$ cat config.mk
export PLATFORM = sky130hd
export DESIGN_NAME = simd_lane_ctrl
export DESIGN_NICKNAME = d
export VERILOG_FILES = /design/src/rtl/simd_lane_pkg.sv /design/src/rtl/lane_count.sv /design/src/rtl/loop_track.sv /design/src/rtl/mask_stack.sv /design/src/rtl/simd_lane_ctrl.sv
export SDC_FILE = /design/constraint.sdc
export NUM_CORES = 1
export LEC_CHECK = 0
export BUFFER_PORTS_ARGS = -buffer_cell sky130_fd_sc_hd__buf_2
export CAP_MARGIN = 15
export CORE_AREA = 3 3 140 142
export DETAILED_ROUTE_END_ITERATION = 12
export DIE_AREA = 0 0 143 145
export GPL_TIMING_DRIVEN = 0
export PLACE_DENSITY = 0.8
export SLEW_MARGIN = 30
export SYNTH_ARGS = -nofsm -noshare
export SYNTH_HDL_FRONTEND = slang
export SYNTH_SLANG_ARGS = --single-unit
$ cat constraint.sdc
create_clock -name clk_i -period 8.1 [get_ports clk_i]
set_clock_uncertainty 0.2 [all_clocks]
set_input_delay 1.215 -clock clk_i [delete_from_list [all_inputs] [get_ports clk_i]]
set_output_delay 1.215 -clock clk_i [all_outputs]
set_load 0.1 [all_outputs]
$ cat src/rtl/simd_lane_pkg.sv
package simd_lane_pkg;
  typedef enum logic [2:0] {
    OP_NOP   = 3'd0,
    OP_SETN  = 3'd1,
    OP_LINIT = 3'd2,
    OP_LSTEP = 3'd3,
    OP_IF    = 3'd4,
    OP_ELSE  = 3'd5,
    OP_ENDIF = 3'd6,
    OP_RSVD  = 3'd7
  } lane_op_e;
endpackage

$ cat src/rtl/lane_count.sv
module lane_count #(
  parameter int unsigned LANES = 8,
  parameter int unsigned IDX_W = 16,
  localparam int unsigned CNT_W = $clog2(LANES + 1)
) (
  input  logic             clk_i,
  input  logic             rst_ni,
  input  logic             set_i,
  input  logic [IDX_W-1:0] arg_i,
  output logic [CNT_W-1:0] cnt_o,
  output logic [LANES-1:0] base_mask_o
);
  logic [CNT_W-1:0] nxt_cnt;

  always_comb begin
    if (arg_i == '0)                    nxt_cnt = CNT_W'(1);
    else if (arg_i > IDX_W'(LANES))     nxt_cnt = CNT_W'(LANES);
    else                                nxt_cnt = arg_i[CNT_W-1:0];
  end

  for (genvar i = 0; i < LANES; i++) begin : g_base
    assign base_mask_o[i] = (CNT_W'(i) < nxt_cnt);
  end

  always_ff @(posedge clk_i or negedge rst_ni) begin
    if (!rst_ni)    cnt_o <= CNT_W'(LANES);
    else if (set_i) cnt_o <= nxt_cnt;
  end
endmodule

$ cat src/rtl/loop_track.sv
module loop_track #(
  parameter int unsigned LANES = 8,
  parameter int unsigned IDX_W = 16,
  localparam int unsigned CNT_W = $clog2(LANES + 1),
  localparam int unsigned SUM_W = IDX_W + 2
) (
  input  logic             clk_i,
  input  logic             rst_ni,
  input  logic             init_i,
  input  logic             step_i,
  input  logic [IDX_W-1:0] arg_i,
  input  logic [CNT_W-1:0] cnt_i,
  output logic [LANES-1:0] mask_o,
  output logic             cont_o
);
  logic [IDX_W:0]   idx_q, idx_d;
  logic [IDX_W-1:0] len_q, len_d;

  always_comb begin
    idx_d = idx_q;
    len_d = len_q;
    if (init_i) begin
      idx_d = '0;
      len_d = arg_i;
    end else if (step_i && (idx_q < {1'b0, len_q})) begin
      // no advance once past the tail, so the index cannot wrap
      idx_d = idx_q + (IDX_W+1)'(cnt_i);
    end
  end

  for (genvar i = 0; i < LANES; i++) begin : g_tail
    assign mask_o[i] = (CNT_W'(i) < cnt_i) &&
                       ((SUM_W'(idx_d) + SUM_W'(i)) < SUM_W'(len_d));
  end

  assign cont_o = idx_d < {1'b0, len_d};

  always_ff @(posedge clk_i or negedge rst_ni) begin
    if (!rst_ni) begin
      idx_q <= '0;
      len_q <= '0;
    end else begin
      idx_q <= idx_d;
      len_q <= len_d;
    end
  end
endmodule

$ cat src/rtl/mask_stack.sv
module mask_stack #(
  parameter int unsigned LANES = 8,
  parameter int unsigned DEPTH = 8,
  localparam int unsigned PTR_W = (DEPTH > 1) ? $clog2(DEPTH) : 1,
  localparam int unsigned DEP_W = $clog2(DEPTH + 1)
) (
  input  logic             clk_i,
  input  logic             rst_ni,
  input  logic             push_i,
  input  logic             pop_i,
  input  logic [LANES-1:0] din_i,
  output logic [LANES-1:0] top_o,
  output logic             empty_o,
  output logic             full_o,
  output logic [DEP_W-1:0] depth_o
);
  logic [LANES-1:0] mem_q [DEPTH];
  logic [DEP_W-1:0] dep_q;
  logic [DEP_W-1:0] top_sel;

  assign empty_o = (dep_q == '0);
  assign full_o  = (dep_q == DEP_W'(DEPTH));
  assign depth_o = dep_q;
  assign top_sel = dep_q - DEP_W'(1);
  assign top_o   = empty_o ? '0 : mem_q[top_sel[PTR_W-1:0]];

  always_ff @(posedge clk_i or negedge rst_ni) begin
    if (!rst_ni) begin
      dep_q <= '0;
      for (int i = 0; i < DEPTH; i++) mem_q[i] <= '0;
    end else if (push_i && !full_o) begin
      mem_q[dep_q[PTR_W-1:0]] <= din_i;
      dep_q <= dep_q + DEP_W'(1);
    end else if (pop_i && !empty_o) begin
      dep_q <= dep_q - DEP_W'(1);
    end
  end
endmodule

$ cat src/rtl/simd_lane_ctrl.sv
module simd_lane_ctrl #(
  parameter int unsigned LANES = 8,
  parameter int unsigned DEPTH = 8,
  parameter int unsigned IDX_W = 16
) (
  input  logic             clk_i,
  input  logic             rst_ni,
  input  logic [2:0]       op_i,
  input  logic [IDX_W-1:0] arg_i,
  input  logic [LANES-1:0] cmp_i,
  output logic [LANES-1:0] mask_o,
  output logic             loop_cont_o,
  output logic             branch_taken_o,
  output logic             stack_err_o
);
  import simd_lane_pkg::*;

  localparam int unsigned CNT_W = $clog2(LANES + 1);
  localparam int unsigned DEP_W = $clog2(DEPTH + 1);

  lane_op_e         op;
  logic [CNT_W-1:0] cnt;
  logic [LANES-1:0] base_mask, loop_mask, stk_top;
  logic             loop_cont, stk_empty, stk_full;
  logic [DEP_W-1:0] stk_depth;
  logic             do_push, do_pop;

  logic [LANES-1:0] mask_d;
  logic             cont_d, taken_d, err_d;

  assign op = lane_op_e'(op_i);

  lane_count #(.LANES(LANES), .IDX_W(IDX_W)) u_count (
    .clk_i, .rst_ni,
    .set_i       (op == OP_SETN),
    .arg_i,
    .cnt_o       (cnt),
    .base_mask_o (base_mask)
  );

  loop_track #(.LANES(LANES), .IDX_W(IDX_W)) u_loop (
    .clk_i, .rst_ni,
    .init_i (op == OP_LINIT),
    .step_i (op == OP_LSTEP),
    .arg_i,
    .cnt_i  (cnt),
    .mask_o (loop_mask),
    .cont_o (loop_cont)
  );

  assign do_push = (op == OP_IF) && !stk_full;
  assign do_pop  = (op == OP_ENDIF) && !stk_empty;

  mask_stack #(.LANES(LANES), .DEPTH(DEPTH)) u_stack (
    .clk_i, .rst_ni,
    .push_i  (do_push),
    .pop_i   (do_pop),
    .din_i   (mask_o),
    .top_o   (stk_top),
    .empty_o (stk_empty),
    .full_o  (stk_full),
    .depth_o (stk_depth)
  );

  always_comb begin
    mask_d  = mask_o;
    cont_d  = 1'b0;
    taken_d = 1'b0;
    err_d   = stack_err_o;
    unique case (op)
      OP_SETN: mask_d = base_mask;
      OP_LINIT, OP_LSTEP: begin
        mask_d = loop_mask;
        cont_d = loop_cont;
      end
      OP_IF: begin
        if (stk_full) err_d = 1'b1;
        else begin
          mask_d  = mask_o & cmp_i;
          taken_d = (mask_d == '0);
        end
      end
      OP_ELSE: begin
        if (stk_empty) err_d = 1'b1;
        else begin
          mask_d  = stk_top & ~mask_o;
          taken_d = (mask_d == '0);
        end
      end
      OP_ENDIF: begin
        if (stk_empty) err_d = 1'b1;
        else           mask_d = stk_top;
      end
      default: ;
    endcase
  end

  always_ff @(posedge clk_i or negedge rst_ni) begin
    if (!rst_ni) begin
      mask_o         <= '1;
      loop_cont_o    <= 1'b0;
      branch_taken_o <= 1'b0;
      stack_err_o    <= 1'b0;
    end else begin
      mask_o         <= mask_d;
      loop_cont_o    <= cont_d;
      branch_taken_o <= taken_d;
      stack_err_o    <= err_d;
    end
  end
endmodule

Word level (Yosys, flattened, before mapping)
Index checks and enable logic that the tools add are counted.
{"block": "op_classes", "add_sub_neg": 10, "n_lt_le_gt_ge": 30, "n_eq_ne": 12, "mux": 25, "bitwise": 5, "reduce_logical": 27}
{"cell": "$lt A18 B16 Y1", "count": 7}
{"cell": "$add A17 B3 Y18 const B", "count": 4}
{"cell": "$bwmux W64", "count": 1}
{"cell": "$mux W8", "count": 7}
{"cell": "$lt A17 B16 Y1", "count": 3}
{"cell": "$pmux W8 S5", "count": 1}
{"cell": "$add A17 B2 Y18 const B", "count": 2}
{"cell": "$mux W17", "count": 2}
{"cell": "$lt A3 B4 Y1 const A", "count": 8}
{"cell": "$bmux W8 S3", "count": 1}
{"cell": "$demux W8 S3", "count": 1}
{"cell": "$add A17 B1 Y18 const B", "count": 1}
{"cell": "$add A17 B4 Y17", "count": 1}
{"cell": "$and A8 B8 Y8", "count": 2}
{"cell": "$gt A16 B4 Y1 const B", "count": 1}
{"cell": "$logic_not A16 Y1", "count": 1}
{"cell": "$logic_not A8 Y1", "count": 2}
{"cell": "$lt A1 B4 Y1 const A", "count": 4}
{"cell": "$lt A2 B4 Y1 const A", "count": 4}
{"cell": "$mux W16", "count": 1}
{"cell": "$mux W4", "count": 4}
{"cell": "$logic_and A1 B1 Y1", "count": 14}
{"cell": "$eq A3 B3 Y1 const B", "count": 3}
{"cell": "$ge A4 B4 Y1 const B", "count": 2}
{"cell": "19 further kinds", "count": 32}
{"block": "totals", "regBits": 116, "in_bits": 29, "wordCells": 125}

Longest topological paths before layout
{"block": "logic_depth", "depth_word": 10, "ltp_mapped": 25, "mapped_depth_nobuf": 25}

Modules after synthesis
A second synthesis with hierarchy kept.
{"block": "unflattened", "hier_cells": 1285, "hier_area_um2": 11529.8}
{"module": "loop_track", "n_inst": 1, "cells_per_inst": 870, "area_each_um2": 6896.6, "seq_area_each_um2": 825.8}
{"module": "mask_stack", "n_inst": 1, "cells_per_inst": 249, "area_each_um2": 3340.7, "seq_area_each_um2": 1701.6}
{"module": "simd_lane_ctrl", "n_inst": 1, "cells_per_inst": 135, "area_each_um2": 1023.5, "seq_area_each_um2": 285.3}
{"module": "lane_count", "n_inst": 1, "cells_per_inst": 31, "area_each_um2": 269.0, "seq_area_each_um2": 101.3}

Worst setup path after synthesis
OpenSTA, ideal clock, no wires.
{"block": "synth_path", "kind": "input port to flip-flop", "start": "input op_i[2]", "end": "register mask_o[3]", "t_arrival_ns": 5.824, "required_time_ns": 7.811, "slack_ns": 1.986, "cell_stages": 23, "path_cell_list": "and2b_1 > o2111ai_2 > a31o_2 > nor3_1 > mux2i_1 > nor2_1 > ha_1 > inv_1 > a211oi_2 > a21boi_2 > and2_0 > nand2_1 > xnor2_1 > ha_1 > a21o_1 > a21o_1 > a21oi_1 > nor2b_1 > o21ai_0 > o211ai_1 > a41oi_1 > a21boi_1 > a211oi_1"}
{"block": "synth_via", "elab_chain_cells": 8, "elab_cells_between_ends": 20, "cone_classes": "add/sub (1); order compare (1); eq/ne (9); mux (4); reduce/logical (5)"}
{"element": "start, declared", "line": "simd_lane_ctrl.sv:8", "source": "input logic [2:0] op_i,"}
{"element": "$eq A3 B2 Y1", "line": "simd_lane_ctrl.sv:44", "source": ".step_i (op == OP_LSTEP),"}
{"element": "$logic_and A1 B1 Y1", "line": "loop_track.sv:25", "source": "end else if (step_i && (idx_q < {1'b0, len_q})) begin"}
{"element": "$mux W17", "line": "loop_track.sv:25"}
{"element": "$mux W17 *", "line": "loop_track.sv:22", "source": "if (init_i) begin"}
{"element": "via u_loop.idx_d[2]", "line": "loop_track.sv:16", "source": "logic [IDX_W:0] idx_q, idx_d;"}
{"element": "$add A17 B2 Y18 *", "line": "loop_track.sv:33", "source": "((SUM_W'(idx_d) + SUM_W'(i)) < SUM_W'(len_d));"}
{"element": "$lt A18 B16 Y1 *", "line": "loop_track.sv:33"}
{"element": "$logic_and A1 B1 Y1 *", "line": "loop_track.sv:32", "source": "assign mask_o[i] = (CNT_W'(i) < cnt_i) &&"}
{"element": "$pmux W8 S5 *", "line": "simd_lane_ctrl.sv:70", "source": "unique case (op)"}
{"element": "end signal, assigned", "line": "simd_lane_ctrl.sv:105", "source": "mask_o <= mask_d;"}
{"element": "end, declared", "line": "simd_lane_ctrl.sv:11", "source": "output logic [LANES-1:0] mask_o,"}
Mark *: on every way through the listed nets, which the timed path passes. The rest lies on a longest branch.
A chain may end at the register's enable or synchronous reset.

Final worst setup path
Ends and elaborated chain as after synthesis.

==> impl_results.md <==
- Slew HR: 32.9%
- Worst Hold Path EP: stack_err_o
- Initial DRC count: 1134
- IO buf count: 39
- Worst path slowest cell: a21oi_2
- Leakage: 0.00558 uW
- CTS H-tree depth: 4
- Worst Reg-to-Reg Cells: 24
- Reg-to-reg startpoint: u_loop.idx_q[8]
- WS Path Type: in -> reg
- Setup violators final: 0
- Hold Crit Depth: 1
- Slowest Stage Delay on Critical Path: 760 ps
- Crit path capture type: flop
- Cts hold-fix bufs: 0
- Initial antenna violation count: 0
- Power Density: 246 mW/mm^2
- Hold slack: 280 ps
- Crit. Startpoint: op_i[2]
- Antenna Cells: 0
- Max Slew Vio Count: 0
- Layout cells sized above 1: 18.8%
- IO Pins: 40
- Max Fclk: 128 MHz
- Mapped Avg Cell Area: 9.37 sq um
- Main flop type after synthesis: dfrtp_1
- Max clock buf depth: 2
- Syn Inst Count: 1176
- Crit start category: input port
- Clock root buffer: clkbuf_16
- Post-CTS Setup Repair Bufs: 0
- Starting density of the core: 59.3%
- Via count: 9826
- Worst-path fanout max: 12
- Final Power: 3000 uW
- Synthesized Nets: 1352
- Remaining Overflow, GRT: 0
- Die area: 0.0207 sq mm
- Die Width: 143 um
- Tot GR Track Use: 33.0%
- First-pass DRT Iterations: 6
- CP cell instances: buf_2 > and2b_1 > o2111ai_2 > a31o_2 > nor3_1 > nand2_1 > a21oi_2 > ha_1 > inv_1 > a211oi_2 > a21boi_2 > and2_0 > nand2_1 > xnor2_1 > ha_1 > a21o_1 > a21o_1 > a21oi_1 > nor2b_1 > o21ai_0 > o211ai_1 > a41oi_1 > a21boi_1 > a211oi_1
- Arrival @ worst endpoint: 7940 ps
- Synth area leaders: dfrtp_1 (24%), ha_1 (17%), xnor2_1 (7.7%), mux2_2 (7.5%), nand2_1 (4.0%)
- FF-to-FF setup slack: 680 ps
- VDD IR max: 0.145 mV
- Reg2reg end: mask_o[3]
- Nets: 1411
- CTS resizes: 0
- Number of global-route vias before repair: 9664
- Clock Sinks: 116
- First-pass GRT wire length: 53.4 mm
- CTS buffer count: 17
- Biggest area consumer among synthesized cells: dfrtp_1
- Final worst path period need: 7820 ps
- CTS tree: yes
- Sequential cell area fraction in the yosys report: 26.5%
- Final setup margin: 278 ps
- Chip Height: 145 um
- Post-Syn Area: 0.0110 sq mm
- Yosys top cell area share: 24.3%
- Via-to-Cell Ratio: 6.63
- Synth async-reset ratio: 100%
- Dpl ws: 105 ps
- Fin crit share: 96.6%
- Final WL: 33.9 mm
- RSZ-0062 raised after global routing: no
- Layout area overhead: 10.9%
- Reg clk slew, reported paths: 60 ps
- Max-cap violation count: 0
- #FFs+latches synth: 116
- # rows: 50
- Worst hold start: stack_err_o
- GPL Wtd Cong: 0.973
- Core box area: 0.0186 sq mm
- Largest net degree at the start of global routing: 80
- Drt drc: 0
- Final Core Density: 65.8%
- Post-route ant nets: 0
- Dpl hpwl: 25.7 mm
- Post-synth cell types: 84
- Tightest Pin Transition: 987 ps
- Hold Path Class: reg -> reg
- WL per Instance: 22.9 um
- Hold violation count in the final report: 0
- Yosys warns: 0
- Worst-skew pair later-pin latency: 430 ps
- Post-synth EDFFs: 0
- Required @ worst endpoint: 8220 ps
- Run status: finished clean
## Yosys cell counts, types with 13 or more instances
master	count
ha_1	146
nand2_1	118
dfrtp_1	107
xnor2_1	97
mux2_2	73
nor2_1	60
a21oi_1	59
inv_1	53
o21ai_0	43
a21o_1	38
nand4_1	34
nand3_1	30
clkbuf_1	28
mux2i_1	18
mux4_2	16
nor2b_1	16
nor3_1	16
a31oi_1	13
and2_1	13
xor2_1	13
## worst max-delay path, delay by kind of cell
kind            cells  cell delay (ps)
xor+xnor            1              160
simple gates        6             1720
compound gates     13             3870
fa+ha+maj           2              640
buf+inv             2              310
## sequential cells by signal, indices dropped and copies added, names as in the netlist
| signal | flops |
|---|---|
| u_loop.idx_q | 17 |
| u_count.cnt_o | 4 |
| u_loop.len_q | 16 |
| branch_taken_o | 1 |
| mask_o | 8 |
| stack_err_o | 1 |
| loop_cont_o | 1 |
| u_stack.depth_o | 4 |
| u_stack.mem_q | 64 |
## report_power, final
group          total (uW)  internal, uW  switching, uW
clock network         752           456            296
registers             912           779            133
logic                1340           550            789
total                3000          1780           1220
## area by class of cell
cell class | instances | area, sq um
Multi-Input combinational cell | 961 | 7810
Fill cell | 1509 | 6360
Sequential cell | 116 | 2910
Clock buffer | 18 | 429
Tap cell | 234 | 293
Timing Repair Buffer | 40 | 233
Inverter | 59 | 224
Buffer | 40 | 158
Clock inverter | 14 | 156
## worst max path at each step
stage | slack, ps | to
after floorplan | 1990 | mask_o[3]
after CTS | 410 | mask_o[3]
after global routing | 30 | mask_o[3]
after global placement | -120 | mask_o[3]
final | 280 | mask_o[3]
after detailed placement | 100 | mask_o[3]
## logic make-up after synthesis
kind of cell             after synthesis  synth area share (%)
buffers and inverters                 99                  3.46
AND/OR/NAND/NOR                      349                  16.6
multiplexers                         110                  12.9
XOR/XNOR                             110                  8.75
adder cells (fa/ha/maj)              148                  16.9
flip-flops                           116                  26.5
AO/OA/AOI/OAI                        244                  15.0
## layout by cell type, fill, tap and decap left out, types with 10 or more instances in the layout
| master | count |
|---|---|
| mux4_2 | 16 |
| clkbuf_16 | 17 |
| nand3_1 | 30 |
| xnor2_1 | 97 |
| nand2_1 | 118 |
| clkbuf_1 | 29 |
| a21oi_1 | 59 |
| a31oi_1 | 13 |
| ha_1 | 146 |
| xor2_1 | 13 |
| o21a_1 | 11 |
| dfrtp_1 | 107 |
| nor4_1 | 10 |
| a21o_1 | 38 |
| nor2b_1 | 16 |
| inv_1 | 53 |
| nor3_1 | 16 |
| mux2i_2 | 15 |
| buf_2 | 44 |
| o21ai_0 | 43 |
| nor2_1 | 58 |
| mux2_2 | 73 |
| and2_1 | 13 |
| nand4_1 | 34 |
## metal layers
layer  vias to the layer above  wire (um)  GRT usage [%]
met5                         -          0              0
met3                       112       3220           7.25
met2                       554      15200           50.6
li1                       4442          -              -
met4                         0       1360           12.8
met1                      4718      14200           45.4
## per-stage QoR
step	setup TNS, ps	cells	instance area, sq um
6_report	0	1482	12200
5_1_grt	0	1482	12200
4_1_cts	0	1482	12200
3_5_place_dp	0	1450	11600
3_3_place_gp	-120	1449	11500
2_1_floorplan	0	1176	11000
No activity file was read; power rests on OpenSTA's default activity.
